**src/rtl/srclk_pkg.sv**
```systemverilog
package srclk_pkg;

   // Default width of the period counter.
   localparam int unsigned SRCLK_CNT_W  = 8;
   // Default width of the rate code.
   localparam int unsigned SRCLK_CODE_W = 2;

   // Packed table of terminal counts, code 0 in the lowest byte.
   localparam logic [4*SRCLK_CNT_W-1:0] SRCLK_DEF_COUNTS =
      {8'hFF, 8'hE5, 8'h72, 8'h38};

   // Pick one entry from a packed count table.
   function automatic logic [SRCLK_CNT_W-1:0] srclk_entry(
      input logic [4*SRCLK_CNT_W-1:0] tbl,
      input int unsigned               idx);
      return tbl[idx*SRCLK_CNT_W +: SRCLK_CNT_W];
   endfunction

endpackage

```
**src/rtl/srclk_rate_map.sv**
```systemverilog
module srclk_rate_map #(
   parameter int unsigned                       CNT_W  = 8,
   parameter int unsigned                       CODE_W = 2,
   parameter logic [(2**CODE_W)*CNT_W-1:0]      COUNTS = {8'hFF, 8'hE5, 8'h72, 8'h38}
) (
   input  logic [CODE_W-1:0] code,
   output logic [CNT_W-1:0]  limit
);

   localparam int unsigned NCODES = 2**CODE_W;

   logic [CNT_W-1:0] table_q [NCODES];

   // One table entry per code; each must leave at least two counter states.
   for (genvar gi = 0; gi < NCODES; gi++) begin : g_entry
      assign table_q[gi] = COUNTS[gi*CNT_W +: CNT_W];
      if (COUNTS[gi*CNT_W +: CNT_W] == '0) begin : g_bad_zero
         $error("srclk_rate_map: terminal count of code %0d must be nonzero", gi);
      end
   end

   assign limit = table_q[code];

endmodule

```
**src/rtl/srclk_period_ctr.sv**
```systemverilog
module srclk_period_ctr #(
   parameter int unsigned                  CNT_W  = 8,
   parameter int unsigned                  CODE_W = 2,
   parameter logic [(2**CODE_W)*CNT_W-1:0] COUNTS = {8'hFF, 8'hE5, 8'h72, 8'h38}
) (
   input  logic              clk,
   input  logic              rst_n,
   input  logic [CODE_W-1:0] rate_q,
   input  logic              halt_q,
   output logic              term,
   output logic              fire
);

   logic [CNT_W-1:0]  cnt_q;
   logic [CODE_W-1:0] act_code_q;
   logic [CNT_W-1:0]  limit;

   srclk_rate_map #(
      .CNT_W (CNT_W),
      .CODE_W(CODE_W),
      .COUNTS(COUNTS)
   ) u_map (
      .code (act_code_q),
      .limit(limit)
   );

   assign term = (cnt_q == limit);
   assign fire = term & ~halt_q;

   // The counter wraps at the terminal count. The new code is latched only there.
   always_ff @(posedge clk or negedge rst_n) begin
      if (!rst_n) begin
         cnt_q      <= '0;
         act_code_q <= '0;
      end else if (term) begin
         cnt_q      <= '0;
         act_code_q <= rate_q;
      end else begin
         cnt_q      <= cnt_q + 1'b1;
      end
   end


   cnt_in_range_chk: assert property (@(posedge clk) disable iff (!rst_n)
      cnt_q <= limit)
      else $error("counter beyond terminal count");


   code_held_chk: assert property (@(posedge clk) disable iff (!rst_n)
      !term |=> $stable(act_code_q))
      else $error("active rate changed inside a period");

endmodule

```
**src/rtl/srclk_strobe_align.sv**
```systemverilog
module srclk_strobe_align #(
   parameter bit GATE_WITH_CLK = 1'b1
) (
   input  logic clk,
   input  logic rst_n,
   input  logic fire,
   output logic dac_load,
   output logic so_n
);

   logic dac_q;
   logic so_q;

   always_ff @(posedge clk or negedge rst_n) begin
      if (!rst_n) begin
         dac_q <= 1'b0;
         so_q  <= 1'b0;
      end else begin
         dac_q <= fire;
         so_q  <= dac_q;
      end
   end

   assign dac_load = dac_q;

   if (GATE_WITH_CLK) begin : g_gated
      // Low only while the clock is low and the pulse is set.
      assign so_n = ~so_q | clk;
   end else begin : g_full
      assign so_n = ~so_q;
   end


   dac_single_chk: assert property (@(posedge clk) disable iff (!rst_n)
      dac_q |=> !dac_q)
      else $error("DAC strobe longer than one cycle");

endmodule

```
**src/rtl/srclk_top.sv**
```systemverilog
module srclk_top #(
   parameter int unsigned                  CNT_W         = srclk_pkg::SRCLK_CNT_W,
   parameter int unsigned                  CODE_W        = srclk_pkg::SRCLK_CODE_W,
   parameter logic [(2**CODE_W)*CNT_W-1:0] COUNTS        = srclk_pkg::SRCLK_DEF_COUNTS,
   parameter bit                           GATE_WITH_CLK = 1'b1
) (
   input  logic              e_clk,
   input  logic              rst_n,
   input  logic [CODE_W-1:0] rate_sel,
   input  logic              halt,
   output logic              dac_load,
   output logic              fifo_so_n
);

   if (CNT_W < 2 || CNT_W > 16) begin : g_bad_w
      $error("srclk_top: CNT_W out of range");
   end
   if (CODE_W < 1 || CODE_W > 4) begin : g_bad_code
      $error("srclk_top: CODE_W out of range");
   end

   logic [CODE_W-1:0] rate_q;
   logic              halt_q;
   logic              term;
   logic              fire;

   // Control inputs are sampled on the rising edge of E.
   always_ff @(posedge e_clk or negedge rst_n) begin
      if (!rst_n) begin
         rate_q <= '0;
         halt_q <= 1'b0;
      end else begin
         rate_q <= rate_sel;
         halt_q <= halt;
      end
   end

   srclk_period_ctr #(
      .CNT_W (CNT_W),
      .CODE_W(CODE_W),
      .COUNTS(COUNTS)
   ) u_ctr (
      .clk   (e_clk),
      .rst_n (rst_n),
      .rate_q(rate_q),
      .halt_q(halt_q),
      .term  (term),
      .fire  (fire)
   );

   srclk_strobe_align #(
      .GATE_WITH_CLK(GATE_WITH_CLK)
   ) u_align (
      .clk     (e_clk),
      .rst_n   (rst_n),
      .fire    (fire),
      .dac_load(dac_load),
      .so_n    (fifo_so_n)
   );


   halt_blocks_chk: assert property (@(posedge e_clk) disable iff (!rst_n)
      (term && halt_q) |=> !dac_load)
      else $error("strobe issued while halted");


   boundary_strobe_chk: assert property (@(posedge e_clk) disable iff (!rst_n)
      (term && !halt_q) |=> dac_load)
      else $error("boundary without DAC strobe");

endmodule

```
**config.mk**
```make
export PLATFORM = sky130hd
export DESIGN_NAME = srclk_top
export DESIGN_NICKNAME = d
export VERILOG_FILES = /design/src/rtl/srclk_pkg.sv /design/src/rtl/srclk_rate_map.sv /design/src/rtl/srclk_period_ctr.sv /design/src/rtl/srclk_strobe_align.sv /design/src/rtl/srclk_top.sv
export SDC_FILE = /design/constraint.sdc
export NUM_CORES = 1
export LEC_CHECK = 0
export BUFFER_PORTS_ARGS = -buffer_cell sky130_fd_sc_hd__buf_2
export CELL_PAD_IN_SITES_DETAIL_PLACEMENT = 1
export CELL_PAD_IN_SITES_GLOBAL_PLACEMENT = 1
export CORE_MARGIN = 2
export CORE_UTILIZATION = 50
export CTS_BUF_LIST = sky130_fd_sc_hd__clkbuf_8
export DETAILED_ROUTE_END_ITERATION = 6
export PLACE_DENSITY = 0.87
export SLEW_MARGIN = 20
export SYNTH_ARGS = -nofsm -noshare
export SYNTH_HDL_FRONTEND = slang
export SYNTH_SLANG_ARGS = --single-unit
```
**constraint.sdc**
```tcl
create_clock -name e_clk -period 2.9 [get_ports e_clk]
set_input_delay 0.29 -clock e_clk [delete_from_list [all_inputs] [get_ports e_clk]]
set_output_delay 0.29 -clock e_clk [all_outputs]
set_load 0.02 [all_outputs]
```
* Yosys cells after proc, flatten, opt, wreduce, memory -nomap -nowiden *
Index checks and enable logic that the tools add are counted.

word-level totals
  register bits after elaboration = 15
  input port bits = 5
  output and inout bits = 2
  word-level logic and storage cells = 18

operators by class
  add/sub/neg operators = 1
  magnitude comparators = 1
  eq/ne operators = 1
  mux-type cells = 4
  bitwise gates (word level) = 5

operator list
  cell                   number
  $mux W8                3
  $bmux W8 S2            1
  $add A8 B1 Y8 const B  1
  $eq A8 B8 Y1           1
  $ge A3 B3 Y1 const B   1
  $not A2 Y3             1
  $not A1 Y1             2
  $and A1 B1 Y1          1
  $or A1 B1 Y1           1

* Longest topological paths before layout *
  word-level depth = 6
  gate-level depth with buffers = 7
  gate-level depth less buffers = 6

* Modules after synthesis *
Synthesis repeated with hierarchy kept, for this count alone.

second synthesis, totals
  cells, all modules = 65
  area total of the unflattened synthesis = 730.7 µm²

by module, submodules not included
  module              times used  cells each  area an instance (µm²)
  srclk_period_ctr    1           46          514.2
  srclk_rate_map      1           13          85.1
  srclk_top           1           3           75.1
  srclk_strobe_align  1           3           56.3

==> flow_summary.yaml <==
outcome:
  status: "finished clean"
global_route:
  grt_max_degree: 16
  grt_pass1_wl_microns: 2132
  grt_usage_pct: 22.88
  grt_pass1_vias: 481
  antenna_found_initial: 0
  grt-ovfl-total: 0
cells_and_area:
  syn2layout_area_growth_pct: 20.69
  nets: 76
  layout-drive-gt1-share_pct: 23.88
  final_area_sq_um: 788.3
  seq_area_sq_um: 375.4
  diodes: 0
  multi_input_area_sq_um: 259.0
  fill_cells: 132
run:
  cap_violations: 0
route:
  drtAntennaViolNets: 0
  drc: 0
  wl_microns: 1332
  post_drt_wl_per_cell_microns: 16.24
  drt_pass1_iterations: 4
  vias: 429
  routed_via_density: 5.232
  drt_iter0_drc: 8
timing:
  hold_slack_ns: 0.04280
  hold_violations: 0
  maxSlewHeadroom_pct: 75.42
  fmax_mhz: 447.1
  min_period_ns: 2.244
  drv_slew: 0
  rsz0062_at_grt: "no"
  tns_ns: 0
  final-setup-viol-count: 0
  tightest_slew_ns: 0.3594
  clock_skew_ns: 0.004246
  min_period_over_period_pct: 77.37
power:
  power.density_nw_per_um2: 632.4
  seq_power_share_pct: 42.5
  internal_power_uw: 400.9
  power.switching_uw: 97.59
  leakagePower_uw: 0.0003622
  combPwrFrac_pct: 1.5
  peakVddDrop_uv: 400.5
  clock_power_share_pct: 56.0
  switching_share_pct: 19.58
synthesis:
  post_synth.cell_area_avg_sq_um: 12.09
  synthesis.instances: 54
  async_reset_ff_share_pct: 100.0
  synth_ff_type: "dfrtp_1"
  synth.distinct_cells: 19
  synth_area_leader_cell: "dfrtp_1"
  seq_area_frac_synth_pct: 57.47
  yosysMostFrequentCell: "dfrtp_1"
  synth-edff-count: 0
  yosysWarnings: 0
  synth_nets: 62
  syn-cell-area_sq_um: 653.1
  synthTopCellsByArea: "dfrtp_1, xnor2_1, ha_1, xor2_1, nor2_1"
  synth_top_area_share_pct: 57.47
  synth_seq_cells: 15
  synthTopCellsByCount: "dfrtp_1, nor2_1, xnor2_1"
worst_setup_path:
  crit_type: "clk -> out"
  worstPathCellList: "clkbuf_8, clkbuf_8, nand2b_1, buf_2"
  startpoint_type: "clock port"
  arrival_ns: 1.95
  cp_slowest_cell: "buf_2"
  crit_fanout: 2
  slowest_delay_ns: 0.15
  crit_required_ns: 2.61
  crit_path_frequent_cell: "clkbuf_8"
  cp_top_family: "buffers and inverters"
  endpoint_kind: "primary output"
  cp.buffers_inverters: 3
floorplanning:
  fp.dieW_microns: 40.14
  rows: 13
  die_h_microns: 40.14
  fp.coreArea_sq_um: 1252
  die_area_sq_um: 1611
  pin_count: 7
  start_util_pct: 52.15
placement:
  io_buffers: 6
  hpwl_microns: 861.6
  gp_congestion: 0.7225
  placed_area_sq_um: 690.7
clock_network:
  path_clk_slew_ns: 0.06
  cts_tree: "yes"
  clk-insertion-delay-late_ns: 0.35
hold_path:
  min_path_type: "in -> reg"
## placed cells by master (no fill, tap or decap), drive strengths merged
cell type    instances
ha                   3
nor2b                2
inv                  2
clkinv               1
nand2b               1
nand3                2
mux2                 2
and3                 2
nand2                2
nor2                 8
xnor2                6
nand4                1
buf                  6
xor2                 4
clkbuf               6
dfrtp               15
dlygate4sd3          1
or4                  1
a2111oi              1
nor3                 1
## state kept, by name, summed over array words and instances (netlist names)
register and flops:
u_ctr.cnt_q 8, rate_q 2, u_ctr.act_code_q 2, halt_q 1, u_align.dac_load 1, u_align.so_q 1
## cells by family after synthesis
family	after synthesis	share of synthesized area (%)
and+or+nand+nor	20	15.14
muxes	2	4.022
AOI/OAI and AO/OA	1	1.341
xor gates and xnor gates	10	13.41
buffers and inverters	3	2.874
adders and majority gates	3	5.748
DFF	15	57.47
## layout make-up
cell class | instances | area share (%)
flip-flops and latches | 15 | 47.62
multi-input cells | 36 | 32.86
clock buffers | 7 | 11.11
repair buffers | 6 | 4.444
well taps | 15 | 2.381
inverters | 2 | 0.9524
clock inverters | 1 | 0.6349
## final timing paths
kind | from | endpoint | slack [ns] | cells past startpoint
hold / removal | rate_sel[1] | rate_q[1] | 0.04 | 1
min in group asynchronous | rst_n | halt_q | 0.38 | 2
setup reg to reg | u_ctr.cnt_q[2] | u_ctr.act_code_q[1] | 0.66 | 4
max in group asynchronous | rst_n | u_ctr.cnt_q[6] | 2.27 | 2
hold reg to reg | u_align.dac_load | u_align.so_q | 0.38 | 0
setup / recovery | e_clk | fifo_so_n | 0.66 | 4
## routing by layer
layer  track usage, %  part of all wire (%)  up-vias
li1                 -                     -      201
met1            26.07                    44      217
met2            33.87                    51        7
met3            10.56                   3.1        4
met4            15.52                   1.9        0
met5                0                     0        -
## worst reg2reg max path, delay by kind of cell, from the launching register on
family	cells	cell delay, ns
mux	1	0.36
compound gates	1	0.42
flops	1	0.44
simple gates	2	0.90
## through the flow
stage	setup slack, ns	power, uW	utilization, %	std cells
2_1_floorplan	0.9118	219.7	-	54
3_3_place_gp	0.7998	226.1	55.14	74
3_5_place_dp	0.6521	226.3	55.14	74
4_1_cts	0.6202	507.9	62.94	82
5_1_grt	0.4954	520.1	62.94	82
6_report	0.6561	498.5	62.94	82
## power by group through the flow
stage                     Sequential [uW]  Clock [uW]  Combinational [uW]
after floorplan                       216        3.97              0.0434
after global placement                216        3.97                6.39
after detailed placement              216        3.97                6.44
after CTS                             212         288                7.53
after global routing                  212         300                8.50
final                                 212         279                7.31
## timing repair
item | 4_1_cts | 5_1_grt
endpoints found under the setup margin | 0 | 0
hold buffers | 1 | 0
endpoints found under the hold margin | 15 | 0
gates resized for setup | 0 | 0
setup buffers | 0 | 0
(Power assumes the default switching activity.)
